## src/rtl/bsr_pkg.sv

```systemverilog
package bsr_pkg;

    typedef enum logic [1:0] {
        PK_BIDIR = 2'd0,
        PK_IN    = 2'd1,
        PK_OUT   = 2'd2
    } pin_kind_e;

    typedef struct packed {
        logic dr_strobe;
        logic shift_sel;
        logic upd_strobe;
    } scan_ctl_t;

    localparam int POS_CAP_T = 0;
    localparam int POS_CAP_O = 1;
    localparam int OFS_IN    = 0;
    localparam int OFS_OUT   = 1;
    localparam int OFS_EN    = 2;

    function automatic int chain_len(int nb, int ni, int no);
        return 2 + 3 * nb + ni + 3 * no + 1;
    endfunction

    function automatic pin_kind_e kind_of(int p, int nb, int ni);
        if (p < nb)           return PK_BIDIR;
        else if (p < nb + ni) return PK_IN;
        else                  return PK_OUT;
    endfunction

    function automatic int pin_base(int p, int nb, int ni);
        if (p < nb)           return 2 + 3 * p;
        else if (p < nb + ni) return 2 + 3 * nb + (p - nb);
        else                  return 2 + 3 * nb + ni + 3 * (p - nb - ni);
    endfunction

endpackage

```

## src/rtl/bsr_cell.sv

```systemverilog
module bsr_cell
    import bsr_pkg::*;
(
    input  logic      clk,
    input  logic      rst,
    input  scan_ctl_t ctl,
    input  logic      ser_in,
    input  logic      cap_in,
    output logic      q,
    output logic      upd
);
    always_ff @(posedge clk) begin
        if (rst)
            q <= 1'b0;
        else if (ctl.dr_strobe)
            q <= ctl.shift_sel ? ser_in : cap_in;
    end

    always_ff @(posedge clk) begin
        if (rst)
            upd <= 1'b0;
        else if (ctl.upd_strobe)
            upd <= q;
    end
endmodule

```

## src/rtl/bsr_bypass.sv

```systemverilog
module bsr_bypass
    import bsr_pkg::*;
(
    input  logic      clk,
    input  logic      rst,
    input  scan_ctl_t ctl,
    input  logic      tdi,
    output logic      q
);
    always_ff @(posedge clk) begin
        if (rst)
            q <= 1'b0;
        else if (ctl.dr_strobe)
            q <= ctl.shift_sel ? tdi : 1'b0;
    end
endmodule

```

## src/rtl/bsr_pin.sv

```systemverilog
module bsr_pin
    import bsr_pkg::*;
#(
    parameter pin_kind_e KIND = PK_BIDIR
) (
    input  logic       extest,
    input  logic       core_o,
    input  logic       core_oe,
    input  logic       pad_i,
    input  logic       u_out,
    input  logic       u_en,
    output logic       pad_o,
    output logic       pad_oe,
    output logic [2:0] cap
);
    generate
        if (KIND == PK_IN) begin : g_in
            logic unused_in;
            assign unused_in = core_o ^ core_oe ^ u_out ^ u_en ^ extest;
            assign pad_o  = 1'b0;
            assign pad_oe = 1'b0;
            assign cap    = {2'b00, pad_i};
        end else begin : g_drv
            assign pad_o  = extest ? u_out : core_o;
            assign pad_oe = extest ? u_en  : core_oe;
            assign cap[OFS_IN]  = pad_i;
            assign cap[OFS_OUT] = core_o;
            assign cap[OFS_EN]  = core_oe;
        end
    endgenerate
endmodule

```

## src/rtl/bsr_chain.sv

```systemverilog
module bsr_chain
    import bsr_pkg::*;
#(
    parameter int N_BIDIR   = 2,
    parameter int N_INONLY  = 1,
    parameter int N_OUTONLY = 1,
    localparam int NPIN     = N_BIDIR + N_INONLY + N_OUTONLY
) (
    input  logic            clk,
    input  logic            rst,
    input  logic            dr_strobe,
    input  logic            shift_sel,
    input  logic            upd_strobe,
    input  logic            extest,
    input  logic            byp_sel,
    input  logic            tdi,
    output logic            tdo,
    input  logic            cap_t,
    input  logic            cap_o,
    output logic            int_net,
    input  logic [NPIN-1:0] core_o,
    input  logic [NPIN-1:0] core_oe,
    output logic [NPIN-1:0] core_i,
    input  logic [NPIN-1:0] pad_i,
    output logic [NPIN-1:0] pad_o,
    output logic [NPIN-1:0] pad_oe
);
    localparam int L = chain_len(N_BIDIR, N_INONLY, N_OUTONLY);

    scan_ctl_t      ctl;
    logic [L-1:0]   sq_q;
    logic [L-1:0]   upd_q;
    logic [L-1:0]   cap_v;
    logic [L-1:0]   ser_v;
    logic           byp_q;
    logic           unused_upd;

    assign ctl        = '{dr_strobe: dr_strobe, shift_sel: shift_sel, upd_strobe: upd_strobe};
    assign ser_v      = {tdi, sq_q[L-1:1]};
    assign unused_upd = ^upd_q;

    assign cap_v[POS_CAP_T] = cap_t;
    assign cap_v[POS_CAP_O] = cap_o;
    assign cap_v[L-1]       = upd_q[L-1];

    generate
        for (genvar p = 0; p < NPIN; p++) begin : g_pin
            localparam int        B = pin_base(p, N_BIDIR, N_INONLY);
            localparam pin_kind_e K = kind_of(p, N_BIDIR, N_INONLY);
            if (K == PK_IN) begin : g_one
                logic [2:0] unused_cap;
                bsr_pin #(.KIND(PK_IN)) u_pin (
                    .extest (extest),
                    .core_o (core_o[p]),
                    .core_oe(core_oe[p]),
                    .pad_i  (pad_i[p]),
                    .u_out  (1'b0),
                    .u_en   (1'b0),
                    .pad_o  (pad_o[p]),
                    .pad_oe (pad_oe[p]),
                    .cap    (unused_cap)
                );
                assign cap_v[B] = unused_cap[OFS_IN];
            end else begin : g_three
                logic [2:0] pc;
                bsr_pin #(.KIND(K)) u_pin (
                    .extest (extest),
                    .core_o (core_o[p]),
                    .core_oe(core_oe[p]),
                    .pad_i  (pad_i[p]),
                    .u_out  (upd_q[B+OFS_OUT]),
                    .u_en   (upd_q[B+OFS_EN]),
                    .pad_o  (pad_o[p]),
                    .pad_oe (pad_oe[p]),
                    .cap    (pc)
                );
                assign cap_v[B+2:B] = pc;
            end
        end

        for (genvar k = 0; k < L; k++) begin : g_bit
            bsr_cell u_cell (
                .clk   (clk),
                .rst   (rst),
                .ctl   (ctl),
                .ser_in(ser_v[k]),
                .cap_in(cap_v[k]),
                .q     (sq_q[k]),
                .upd   (upd_q[k])
            );
        end
    endgenerate

    bsr_bypass u_byp (
        .clk(clk),
        .rst(rst),
        .ctl(ctl),
        .tdi(tdi),
        .q  (byp_q)
    );

    assign tdo     = byp_sel ? byp_q : sq_q[0];
    assign int_net = upd_q[L-1];
    assign core_i  = pad_i;
endmodule

```

## config.mk

```make
export PLATFORM = sky130hd
export DESIGN_NAME = bsr_chain
export DESIGN_NICKNAME = d
export VERILOG_FILES = /design/src/rtl/bsr_pkg.sv /design/src/rtl/bsr_cell.sv /design/src/rtl/bsr_bypass.sv /design/src/rtl/bsr_pin.sv /design/src/rtl/bsr_chain.sv
export SDC_FILE = /design/constraint.sdc
export NUM_CORES = 1
export LEC_CHECK = 0
export CAP_MARGIN = 5
export CORE_UTILIZATION = 60
export CTS_BUF_LIST = sky130_fd_sc_hd__clkbuf_8 sky130_fd_sc_hd__clkbuf_16
export DETAILED_ROUTE_END_ITERATION = 10
export DONT_BUFFER_PORTS = 1
export PLACE_DENSITY = 0.78
export SETUP_SLACK_MARGIN = 0.15
export SYNTH_ARGS = -nofsm -noshare
export SYNTH_HDL_FRONTEND = slang
export SYNTH_SLANG_ARGS = --single-unit
```

## constraint.sdc

```tcl
create_clock -name clk -period 2.5 [get_ports clk]
set_input_delay 0.25 -clock clk [delete_from_list [all_inputs] [get_ports clk]]
set_output_delay 0.25 -clock clk [all_outputs]
set_load 0.01 [all_outputs]
```

==> metrics.md <==
| Metric | Value |
|---|---|
| Run status | complete, but fails checks |
| Failing checks | DRC |
| Post-CTS sizing | 0 |
| Fin crit share | 44.6% |
| Register area share after synthesis | 40.1% |
| Number of buffers created by CTS | 3 |
| Slowest CP cell | dfxtp_1 |
| Nets | 113 |
| Synthesized area per cell | 9.88 sq um |
| Final Hold Fails | 0 |
| FF-to-FF setup slack | 1650 ps |
| Worst-skew pair later-pin latency | 260 ps |
| Final-report setup violation count | 0 |
| Number of H-tree levels | 1 |
| Starting Density | 66.4% |
| CTS tree | yes |
| PwrDens | 670 mW/mm^2 |
| WP buf/inv | 0 |
| #FFs+latches synth | 21 |
| Starting DRT DRC Count | 9 |
| FF/Latch Area | 420 sq um |
| Ports | 36 |
| Clock sinks | 21 |
| CP Data Arrival Time | 870 ps |
| Number of iterations in the first detailed-routing pass | 7 |
| Post-route ant nets | 0 |
| Diode count | 0 |
| Gp weighted congestion | 0.755 |
| Overall power | 644 uW |
| F_max | 896 MHz |
| Row count | 14 |
| Most common cell after layout, fill and taps aside | dfxtp_1 |
| Worst-path clk slew | 80 ps |
| Crit path cell chain | mux2_2 |
| Ys Warns | 0 |
| Fill cell count | 139 |
| Pins Over Slew Limit | 0 |
| Die Span Y | 43.8 microns |
| Total Routing Usage GR | 19.8% |
| Largest net degree at the start of global routing | 29 |
| DRC viols | 3 |
| Grt met2 use | 26.9% |
| Crit path time final | 1120 ps |
| Drt total wl | 1610 microns |
| Worst path depth | 1 |
| Hold Path Class | in2reg |
| CTS Root Cell | clkbuf_8 |
| IO Port Bufs | 0 |
| Via-to-Cell Ratio | 5.92 |
| Worst EP required | 2250 ps |
| Wire per inst | 15.1 microns |
| Post-Syn Area | 0.00105 sq mm |
| Antenna violations before repair | 0 |
| Hold_buf cts | 0 |
| Post-CTS setup buffer count | 0 |
| Pleak | 0.000406 uW |
| WHS Path Cells | 1 |
| Die area | 0.00192 sq mm |
| Worst VDD drop | 0.498 mV |
| Total core area | 0.00158 sq mm |
| GR Util met1 | 26.2% |
| Max cap viols | 0 |
| Setup_tns | 0 ps |
| DP HPWL | 1090 microns |
| Most frequent cells in the layout | dfxtp_1, mux2i_1, nor2_1 |
| Area of the multi-input gates | 475 sq um |
| CTS max path bufs | 2 |
| Met3 Resource Use GR | 5.83% |
| Unique masters post-synth | 14 |
| Vias in the first global route | 586 |
| GRT busiest layer | met2 |
| Global route overflow | 0 |
| Reg2Reg Depth | 2 |
| Via count | 628 |
| Share of layout cells above drive strength 1 | 12.2% |
| Delay-heaviest family, CP | flip-flops |
| Crit Path Category | reg2out |
| Critical Path End Type | primary output |
| Clock Skew | 4.55 ps |
| Worst Path Max Fanout | 2 |
| Die Wd | 43.8 microns |
| Synth Instances | 106 |
| Crit path largest cell delay | 310 ps |
| Worst setup SP type | flip-flop |
| RSZ-0062 raised after global routing | false |
| Global-route wire length before repair | 2650 microns |
| Synth-to-layout area growth | -8.12% |
[cells by family (layout without fill, tap and decap cells)]
group,count (synthesis),in the layout,synth area share [%]
compound gates,14,14,9.80
buf+inv,21,4,14.8
flops,21,21,40.1
mux,27,27,26.6
other cells,1,2,0.358
simple gates,22,22,8.24
[registers in the layout (all words and copies together), names as in the netlist]
| name | cells |
|---|---|
| u_byp.q | 1 |
| g_bit.u_cell.q | 13 |
| g_bit.u_cell.upd | 7 |
[area by class of cell]
cell class,instances,area share [%]
Clock inverter,1,0.520
Tap cell,16,2.08
Multi-Input combinational cell,65,49.4
Clock buffer,3,4.29
Sequential cell,21,43.7
[Yosys cell counts]
cell type  count  area (sq um)
nand2b_1       1          6.26
a21oi_1        1          5.00
conb_1         1          3.75
mux2i_1       20           200
buf_12         1          20.0
mux2_2         7          78.8
buf_2          3          15.0
dfxtp_1       21           420
buf_4         13          97.6
nand3_1        1          5.00
a211oi_1      13          97.6
nor2_1        20          75.1
clkbuf_1       3          11.3
buf_6          1          11.3
[metal layers]
layer  up-vias  share of wire (%)
li1        323                  -
met1       276                 47
met2        24                 43
met3         5                7.3
met4         0                2.9
met5         -                  0
[worst paths after layout]
check / end / start
worst max-delay path: tdo / u_byp.q
worst min-delay path: g_bit[8].u_cell.q / rst
worst max register to register: g_bit[12].u_cell.q / g_bit[12].u_cell.upd
worst min register to register: u_byp.q / u_byp.q
[metrics by stage]
stage / hold WS (ps) / setup slack (ps) / cells / instance area (sq um) / utilization, %
floorplan: 323 / 1300 / 107 / 1050 / -
global route: 34.9 / 1350 / 106 / 962 / 61.0
detailed placement: 327 / 1660 / 102 / 916 / 58.1
global placement: 323 / 1660 / 102 / 916 / 58.1
CTS: 43.4 / 1370 / 106 / 962 / 61.0
finish: 50.5 / 1380 / 106 / 962 / 61.0
[power breakdown]
group | internal, uW | total [uW] | switching (uW)
clock network | 111 | 219 | 108
registers | 355 | 368 | 12.8
logic | 34.8 | 57.7 | 23.0
total | 501 | 644 | 144
Note: power is estimated with default switching activity, not from simulation.
